$ cat config.mk
export PLATFORM = sky130hd
export DESIGN_NAME = bdisp_top
export DESIGN_NICKNAME = d
export VERILOG_FILES = /design/src/rtl/bdisp_pkg.sv /design/src/rtl/bdisp_optab.sv /design/src/rtl/bdisp_plan.sv /design/src/rtl/bdisp_top.sv
export SDC_FILE = /design/constraint.sdc
export NUM_CORES = 1
export LEC_CHECK = 0
export ABC_AREA = 1
export BUFFER_PORTS_ARGS = -buffer_cell sky130_fd_sc_hd__clkbuf_2
export CORE_UTILIZATION = 55
export DETAILED_ROUTE_END_ITERATION = 6
export PLACE_DENSITY = 0.91
export SLEW_MARGIN = 25
export SYNTH_ARGS = -nofsm -noshare
export SYNTH_HDL_FRONTEND = slang
export SYNTH_HIERARCHICAL = 1
export SYNTH_SLANG_ARGS = --single-unit
$ cat constraint.sdc
create_clock -name clk -period 2.3 [get_ports clk]
set_input_delay 0.345 -clock clk [delete_from_list [all_inputs] [get_ports clk]]
set_output_delay 0.345 -clock clk [all_outputs]
set_load 0.01 [all_outputs]
$ cat src/rtl/bdisp_pkg.sv
package bdisp_pkg;

  typedef enum logic [2:0] {
    TG_NONE  = 3'd0,
    TG_LONG  = 3'd1,
    TG_LEFT  = 3'd2,
    TG_RIGHT = 3'd3,
    TG_PAR   = 3'd4,
    TG_CTEST = 3'd5,
    TG_CEXEC = 3'd6,
    TG_SKIP  = 3'd7
  } tag_e;

  typedef enum logic [1:0] {
    ST_IDLE = 2'd0,
    ST_SEQ2 = 2'd1,
    ST_PAR2 = 2'd2,
    ST_COND = 2'd3
  } st_e;

  // one opcode table entry: legal, test-only, check low key bit, required value
  typedef struct packed {
    logic legal;
    logic test;
    logic chk;
    logic val;
  } ent_t;

  function automatic ent_t make_ent(input int unsigned idx, input bit is_long,
                                    input int unsigned idx_w);
    ent_t e;
    int unsigned all1;
    all1 = (32'd1 << idx_w) - 1;
    e = '0;
    if (is_long) begin
      e.legal = ((idx >> (idx_w - 2)) != 3);
    end else begin
      e.legal = (idx != all1);
      e.test  = e.legal && ((idx >> (idx_w - 3)) == 7);
      e.chk   = e.test;
      e.val   = 1'b0;
    end
    return e;
  endfunction

endpackage

$ cat src/rtl/bdisp_optab.sv
module bdisp_optab
  import bdisp_pkg::*;
#(
  parameter int IDX_W   = 6,
  parameter bit IS_LONG = 1'b0
) (
  input  logic [IDX_W:0] key,
  output logic           legal,
  output logic           test
);
  localparam int DEPTH = 1 << IDX_W;

  ent_t rom [DEPTH];
  ent_t ent;
  logic hit;

  for (genvar g = 0; g < DEPTH; g++) begin : g_rom
    assign rom[g] = make_ent(g, IS_LONG, IDX_W);
  end

  assign ent   = rom[key[IDX_W:1]];
  assign hit   = ent.legal && (!ent.chk || (key[0] == ent.val));
  assign legal = hit;
  assign test  = hit && ent.test;
endmodule

$ cat src/rtl/bdisp_plan.sv
module bdisp_plan
  import bdisp_pkg::*;
#(
  parameter int BODY_W  = 30,
  parameter int SHORT_W = 15
) (
  input  logic [1:0]         fmt,
  input  logic [BODY_W-1:0]  body,
  input  logic               long_ok,
  input  logic               l_ok,
  input  logic               l_test,
  input  logic               r_ok,
  input  logic               r_test,
  output logic               p_fault,
  output tag_e               p_tag,
  output logic [BODY_W-1:0]  p_data,
  output tag_e               p_hold_tag,
  output logic [SHORT_W-1:0] p_hold,
  output logic               p_hold_ok,
  output st_e                p_next
);
  localparam int PAD_W = BODY_W - SHORT_W;

  logic [SHORT_W-1:0] lf, rf;
  assign lf = body[BODY_W-1:SHORT_W];
  assign rf = body[SHORT_W-1:0];

  always_comb begin
    p_fault    = 1'b0;
    p_tag      = TG_NONE;
    p_data     = '0;
    p_hold_tag = TG_NONE;
    p_hold     = '0;
    p_hold_ok  = 1'b0;
    p_next     = ST_IDLE;
    unique case (fmt)
      2'b11: begin
        p_fault = !long_ok;
        p_tag   = TG_LONG;
        p_data  = body;
      end
      2'b10: begin
        p_fault    = !r_ok;
        p_tag      = TG_RIGHT;
        p_data     = {{PAD_W{1'b0}}, rf};
        p_hold_tag = TG_LEFT;
        p_hold     = lf;
        p_hold_ok  = l_ok;
        p_next     = ST_SEQ2;
      end
      2'b01: begin
        p_fault    = !l_ok;
        p_tag      = TG_LEFT;
        p_data     = {{PAD_W{1'b0}}, lf};
        p_hold_tag = TG_RIGHT;
        p_hold     = rf;
        p_hold_ok  = r_ok;
        p_next     = ST_SEQ2;
      end
      default: begin
        p_fault   = !(l_ok && r_ok);
        p_hold_ok = 1'b1;
        if (l_test) begin
          p_tag      = TG_CTEST;
          p_data     = {{PAD_W{1'b0}}, lf};
          p_hold_tag = TG_CEXEC;
          p_hold     = rf;
          p_next     = ST_COND;
        end else if (r_test) begin
          p_tag      = TG_CTEST;
          p_data     = {{PAD_W{1'b0}}, rf};
          p_hold_tag = TG_CEXEC;
          p_hold     = lf;
          p_next     = ST_COND;
        end else begin
          p_tag      = TG_PAR;
          p_data     = {{PAD_W{1'b0}}, lf};
          p_hold_tag = TG_PAR;
          p_hold     = rf;
          p_next     = ST_PAR2;
        end
      end
    endcase
    if (p_fault) p_next = ST_IDLE;
  end
endmodule

$ cat src/rtl/bdisp_top.sv
module bdisp_top
  import bdisp_pkg::*;
#(
  parameter int WORD_W = 32,
  parameter int IDX_W  = 6
) (
  input  logic              clk,
  input  logic              rst,
  input  logic              word_valid,
  input  logic [WORD_W-1:0] word_i,
  output logic              in_ready,
  input  logic              pc_changed,
  input  logic              cond_true,
  output logic              op_valid,
  output logic [2:0]        op_tag,
  output logic [WORD_W-3:0] op_data,
  output logic              fault
);
  localparam int BODY_W  = WORD_W - 2;
  localparam int SHORT_W = BODY_W / 2;
  localparam int PAD_W   = BODY_W - SHORT_W;

  logic [1:0]        fmt;
  logic [BODY_W-1:0] body;
  assign fmt  = word_i[WORD_W-1 -: 2];
  assign body = word_i[BODY_W-1:0];

  // opcode lookups: long on top body bits, shorts on top bits of each field
  logic long_ok, long_test, l_ok, l_test, r_ok, r_test;

  bdisp_optab #(.IDX_W(IDX_W), .IS_LONG(1'b1)) i_tab_long (
    .key(body[BODY_W-1 -: IDX_W+1]), .legal(long_ok), .test(long_test));
  bdisp_optab #(.IDX_W(IDX_W), .IS_LONG(1'b0)) i_tab_left (
    .key(body[BODY_W-1 -: IDX_W+1]), .legal(l_ok), .test(l_test));
  bdisp_optab #(.IDX_W(IDX_W), .IS_LONG(1'b0)) i_tab_right (
    .key(body[SHORT_W-1 -: IDX_W+1]), .legal(r_ok), .test(r_test));

  logic               p_fault, p_hold_ok;
  tag_e               p_tag, p_hold_tag;
  logic [BODY_W-1:0]  p_data;
  logic [SHORT_W-1:0] p_hold;
  st_e                p_next;

  bdisp_plan #(.BODY_W(BODY_W), .SHORT_W(SHORT_W)) i_plan (
    .fmt(fmt), .body(body), .long_ok(long_ok && !long_test),
    .l_ok(l_ok), .l_test(l_test), .r_ok(r_ok), .r_test(r_test),
    .p_fault(p_fault), .p_tag(p_tag), .p_data(p_data),
    .p_hold_tag(p_hold_tag), .p_hold(p_hold), .p_hold_ok(p_hold_ok),
    .p_next(p_next));

  st_e                state;
  tag_e               hold_tag;
  logic [SHORT_W-1:0] hold;
  logic               hold_ok;
  tag_e               tag_q;

  assign in_ready = (state == ST_IDLE);
  assign op_tag   = tag_q;

  always_ff @(posedge clk) begin
    if (rst) begin
      state    <= ST_IDLE;
      hold_tag <= TG_NONE;
      hold     <= '0;
      hold_ok  <= 1'b0;
      op_valid <= 1'b0;
      tag_q    <= TG_NONE;
      op_data  <= '0;
      fault    <= 1'b0;
    end else begin
      op_valid <= 1'b0;
      tag_q    <= TG_NONE;
      op_data  <= '0;
      fault    <= 1'b0;
      state    <= ST_IDLE;
      unique case (state)
        ST_IDLE: if (word_valid) begin
          fault    <= p_fault;
          op_valid <= !p_fault;
          tag_q    <= p_fault ? TG_NONE : p_tag;
          op_data  <= p_fault ? '0 : p_data;
          state    <= p_next;
          hold_tag <= p_hold_tag;
          hold     <= p_hold;
          hold_ok  <= p_hold_ok;
        end
        ST_SEQ2: begin
          if (pc_changed) begin
            tag_q <= TG_SKIP;
          end else if (!hold_ok) begin
            fault <= 1'b1;
          end else begin
            op_valid <= 1'b1;
            tag_q    <= hold_tag;
            op_data  <= {{PAD_W{1'b0}}, hold};
          end
        end
        ST_COND: begin
          if (cond_true) begin
            op_valid <= 1'b1;
            tag_q    <= hold_tag;
            op_data  <= {{PAD_W{1'b0}}, hold};
          end else begin
            tag_q <= TG_SKIP;
          end
        end
        default: begin
          op_valid <= 1'b1;
          tag_q    <= hold_tag;
          op_data  <= {{PAD_W{1'b0}}, hold};
        end
      endcase
    end
  end

  p_fault_excl_r8: assert property (@(posedge clk) disable iff (rst)
    fault |-> (!op_valid && op_tag == 3'd0));

  p_valid_tag_r11: assert property (@(posedge clk) disable iff (rst)
    op_valid |-> (op_tag != 3'd0 && op_tag != 3'd7));

  p_busy_once_r9: assert property (@(posedge clk) disable iff (rst)
    !in_ready |=> in_ready);

  p_long_issue_r1: assert property (@(posedge clk) disable iff (rst)
    (in_ready && word_valid && word_i[WORD_W-1 -: 2] == 2'b11 &&
     word_i[BODY_W-1 -: 2] != 2'b11)
    |=> (op_valid && op_tag == 3'd1 && op_data == $past(word_i[BODY_W-1:0])));

  p_branch_skip_r4: assert property (@(posedge clk) disable iff (rst)
    (state == ST_SEQ2 && pc_changed) |=> (!op_valid && op_tag == 3'd7));

  p_par_pair_r5: assert property (@(posedge clk) disable iff (rst)
    (op_tag == 3'd4 && !in_ready) |=> (op_valid && op_tag == 3'd4));

  p_cond_follow_r6: assert property (@(posedge clk) disable iff (rst)
    (op_tag == 3'd5) |=> ((op_tag == 3'd6 || op_tag == 3'd7) &&
                          ((op_tag == 3'd6) == $past(cond_true))));
endmodule

==> reports/results.tsv <==
stage	metric	value	unit
yosys	synthMuxAreaShare	0	
yosys	yosysSeqAreaShare	0.3400	
hold_path	min_path_type	in -> reg	
global_route	grt_pass1_vias	3168	
timing	finalCritPeriodShare	0.7676	
yosys	netlist_area	3297	µm²
worst_setup_path	worstSetupStartpointType	input port	
job	drv_cap	0	
yosys	syn_area_per_cell	6.554	µm²
timing	worstMarginPinSlew	785.9	ps
global_route	grt_use_met3	0.05714	
yosys	ys.flop_type	dfxtp_1	
floorplanning	die_h	79.43	µm
worst_setup_path	worstReg2RegStart	state[0]	
yosys	synthSimpleGateAreaFrac	0.3309	
yosys	synth_adder_area_share	0.02277	
yosys	synthTopCellsByCount	nand2_1, nor2_1, dfxtp_1, o21ai_0, inv_1	
floorplanning	dieWidth	79.43	µm
global_route	grt_max_degree	32	
timing	rsz0062_at_grt	no	
cts	cts-root-buf	clkbuf_8	
power_and_ir_drop	cellLeakagePower	1.875	nW
worst_setup_path	cp_slowest_cell	nand2_1	
yosys	synth_top_family_by_area	simple AND/OR/NAND/NOR gates	
hold_path	hp-start	word_i[25]	
yosys	synth_top_area_frac	0.3400	
yosys	syn_nets	546	
power_and_ir_drop	power_density	546.9	nW/µm²
yosys	synth_xor_area_frac	0	
worst_setup_path	arrival	1990	ps
yosys	yosysTopAreaCell	dfxtp_1	
cells_and_area	syn_to_final_growth	12.98	%
timing	skew	11.12	ps
detailed_routing	wire_per_inst	13.65	µm
floorplanning	die_area	6308	µm²
yosys	synth_area_leaders	dfxtp_1, nand2_1, o21ai_0	
place	dp.cells	624	
detailed_routing	first_pass_iters	6	
global_route	met1_usage	0.3634	
cells_and_area	finalNonFillerCells	632	
global_route	grt_pass1_wl	14.34	mm
timing	drv_slew	0	
worst_setup_path	crit_start	word_i[29]	
worst_setup_path	cpPeakStageDelay	450	ps
worst_setup_path	r2r-end	op_data[12]	
yosys	synth_compound_area_frac	0.1772	
power_and_ir_drop	peakVddDrop	0.3381	mV
place	gp_congestion	0.8941	
timing	timing.hold.ws	381.2	ps
worst_setup_path	crit_fanout	20	
cells_and_area	fin_util	0.6602	
timing	clock.fmax	566.4	MHz
global_route	use_met2	0.4718	
worst_setup_path	cp.depth	10	
cts	cts_setup_buffers	0	
detailed_routing	vias	3577	
detailed_routing	finalWirelength	8.629	mm
timing	min_period	1766	ps
hold_path	worstHoldPathCells	5	
worst_setup_path	critPathBufInv	2	
worst_setup_path	critPathTopFamily	simple AND/OR/NAND/NOR gates	
worst_setup_path	worst_setup_path_end_kind	flip-flop	
worst_setup_path	critical_path_class	in -> reg	
detailed_routing	detail_route.drc_violations	0	
floorplanning	initial_core_util	0.5844	
cts	cts_tree	done	
cts	clk_pin_slew	110	ps
timing	slew_headroom	0.4755	
worst_setup_path	critical_path.cell_chain	clkbuf_2 -> nand3_2 -> nor2_2 -> inv_1 -> nand2_1 -> a21oi_1 -> o21ai_0 -> nand2_1 -> o21ai_0 -> nor2_1	
floorplanning	rows	27	
cts	ctsHoldBuffers	0	
timing	setup_tns	0	ps
global_route	grt_usage	0.2912	
worst_setup_path	r2r_setup_slack	950	ps
timing	hold_viol	0	
cts	htree_num_levels	2	
yosys	yosysMostFrequentCell	nand2_1	
yosys	synth_edf_count	0	
timing	setup_viol	0	
cells_and_area	fillers	456	
detailed_routing	ant_nets	0	
cts	clock_sinks	56	
yosys	synth.distinct_cells	31	
cells_and_area	diodes	0	
cts	clockBufferDepth	2	
yosys	synth-seq-cells	56	
cells_and_area	final_area	3725	µm²
cts	clkLatencyLatePin	320	ps
detailed_routing	vias_per_cell	5.660	
worst_setup_path	reg2regPathDepth	6	
yosys	async_flop_share	0	
cts	numCtsBuffers	5	
cells_and_area	drive_gt1_frac	0.2089	
global_route	antenna_found_initial	0	
cells_and_area	layout.nets	602	
cts	cts_resized	0	
yosys	synth_warnings	6	
detailed_routing	drt_iter0_markers	484	
yosys	syn_inst	503	
global_route	top_usage_layer	met2	
floorplanning	ios	73	
worst_setup_path	required	2530	ps
global_route	grt-ovfl-total	0	
place	dp_hpwl	5.982	mm
floorplanning	core	5642	µm²
hold_path	hold_path_end	op_data[25]	
place	placed_area	3632	µm²
outcome	status	complete, no violations	
place	port_buffers	72	
[placed cells by master, fill, tap and decap left out, types with 13 or more instances in the layout]
cell type  Yosys  routed
nand2_1      127     127
clkbuf_2       2      72
nor2_1        67      67
o21ai_0       56      56
dfxtp_1       56      56
inv_1         54      54
a21oi_1       22      22
nand4_1       16      16
o211ai_1      15      15
o21ai_1       13      13
[routing by layer]
metal / vias up / wire, µm
met5: - / 0
met4: 0 / 264
met3: 43 / 987
met2: 260 / 3992
met1: 1566 / 3384
li1: 1708 / -
[sequential cells by signal (all words and copies together) (netlist names)]
register / cells
fault: 1
hold: 15
hold_ok: 1
hold_tag: 3
op_data: 30
op_tag: 3
op_valid: 1
state: 2
[worst max path at each step]
stage,end,slack (ps)
finish,hold[14],530
CTS,op_data[5],610
global route,op_tag[0],430
floorplan,op_data[10],550
global placement,op_data[10],350
detailed placement,op_data[12],310
[metrics by stage]
step	total power [W]	setup WS, ps
after floorplan	0.001365	548.6
after global placement	0.001483	353.0
after detailed placement	0.001498	306.3
after CTS	0.002037	612.1
after global routing	0.002136	432.4
final	0.002037	534.4
[layout make-up]
type                       instances  area (µm²)  share of cell area
multi-input combinational        354        1754              0.4709
sequential                        56        1121              0.3010
tap                               72       90.09             0.02419
timing repair buffer              83       442.9              0.1189
clock inverter                     3       23.77            0.006382
inverter                          59       224.0             0.06013
clock buffer                       5       68.82             0.01847
[worst reg2reg max path: stages (launching register included)]
cell,delay [ps]
dfxtp_1,430
inv_1,120
nor2_4,150
nand2_2,80
nand2_2,260
nand2_1,100
a21oi_1,160
[logic make-up after synthesis]
kind of cell    after synthesis
fa+ha+maj                     6
simple gates                240
compound gates              107
flops                        56
buf+inv                      93
other cells                   1
[report_power, final]
part	total, W	switching, W	internal, W
sequential	0.00104	0.0000244	0.00102
combinational	0.000444	0.000292	0.000152
clock	0.000548	0.000332	0.000216
total	0.00204	0.000648	0.00139
(Power assumes the default switching activity.)
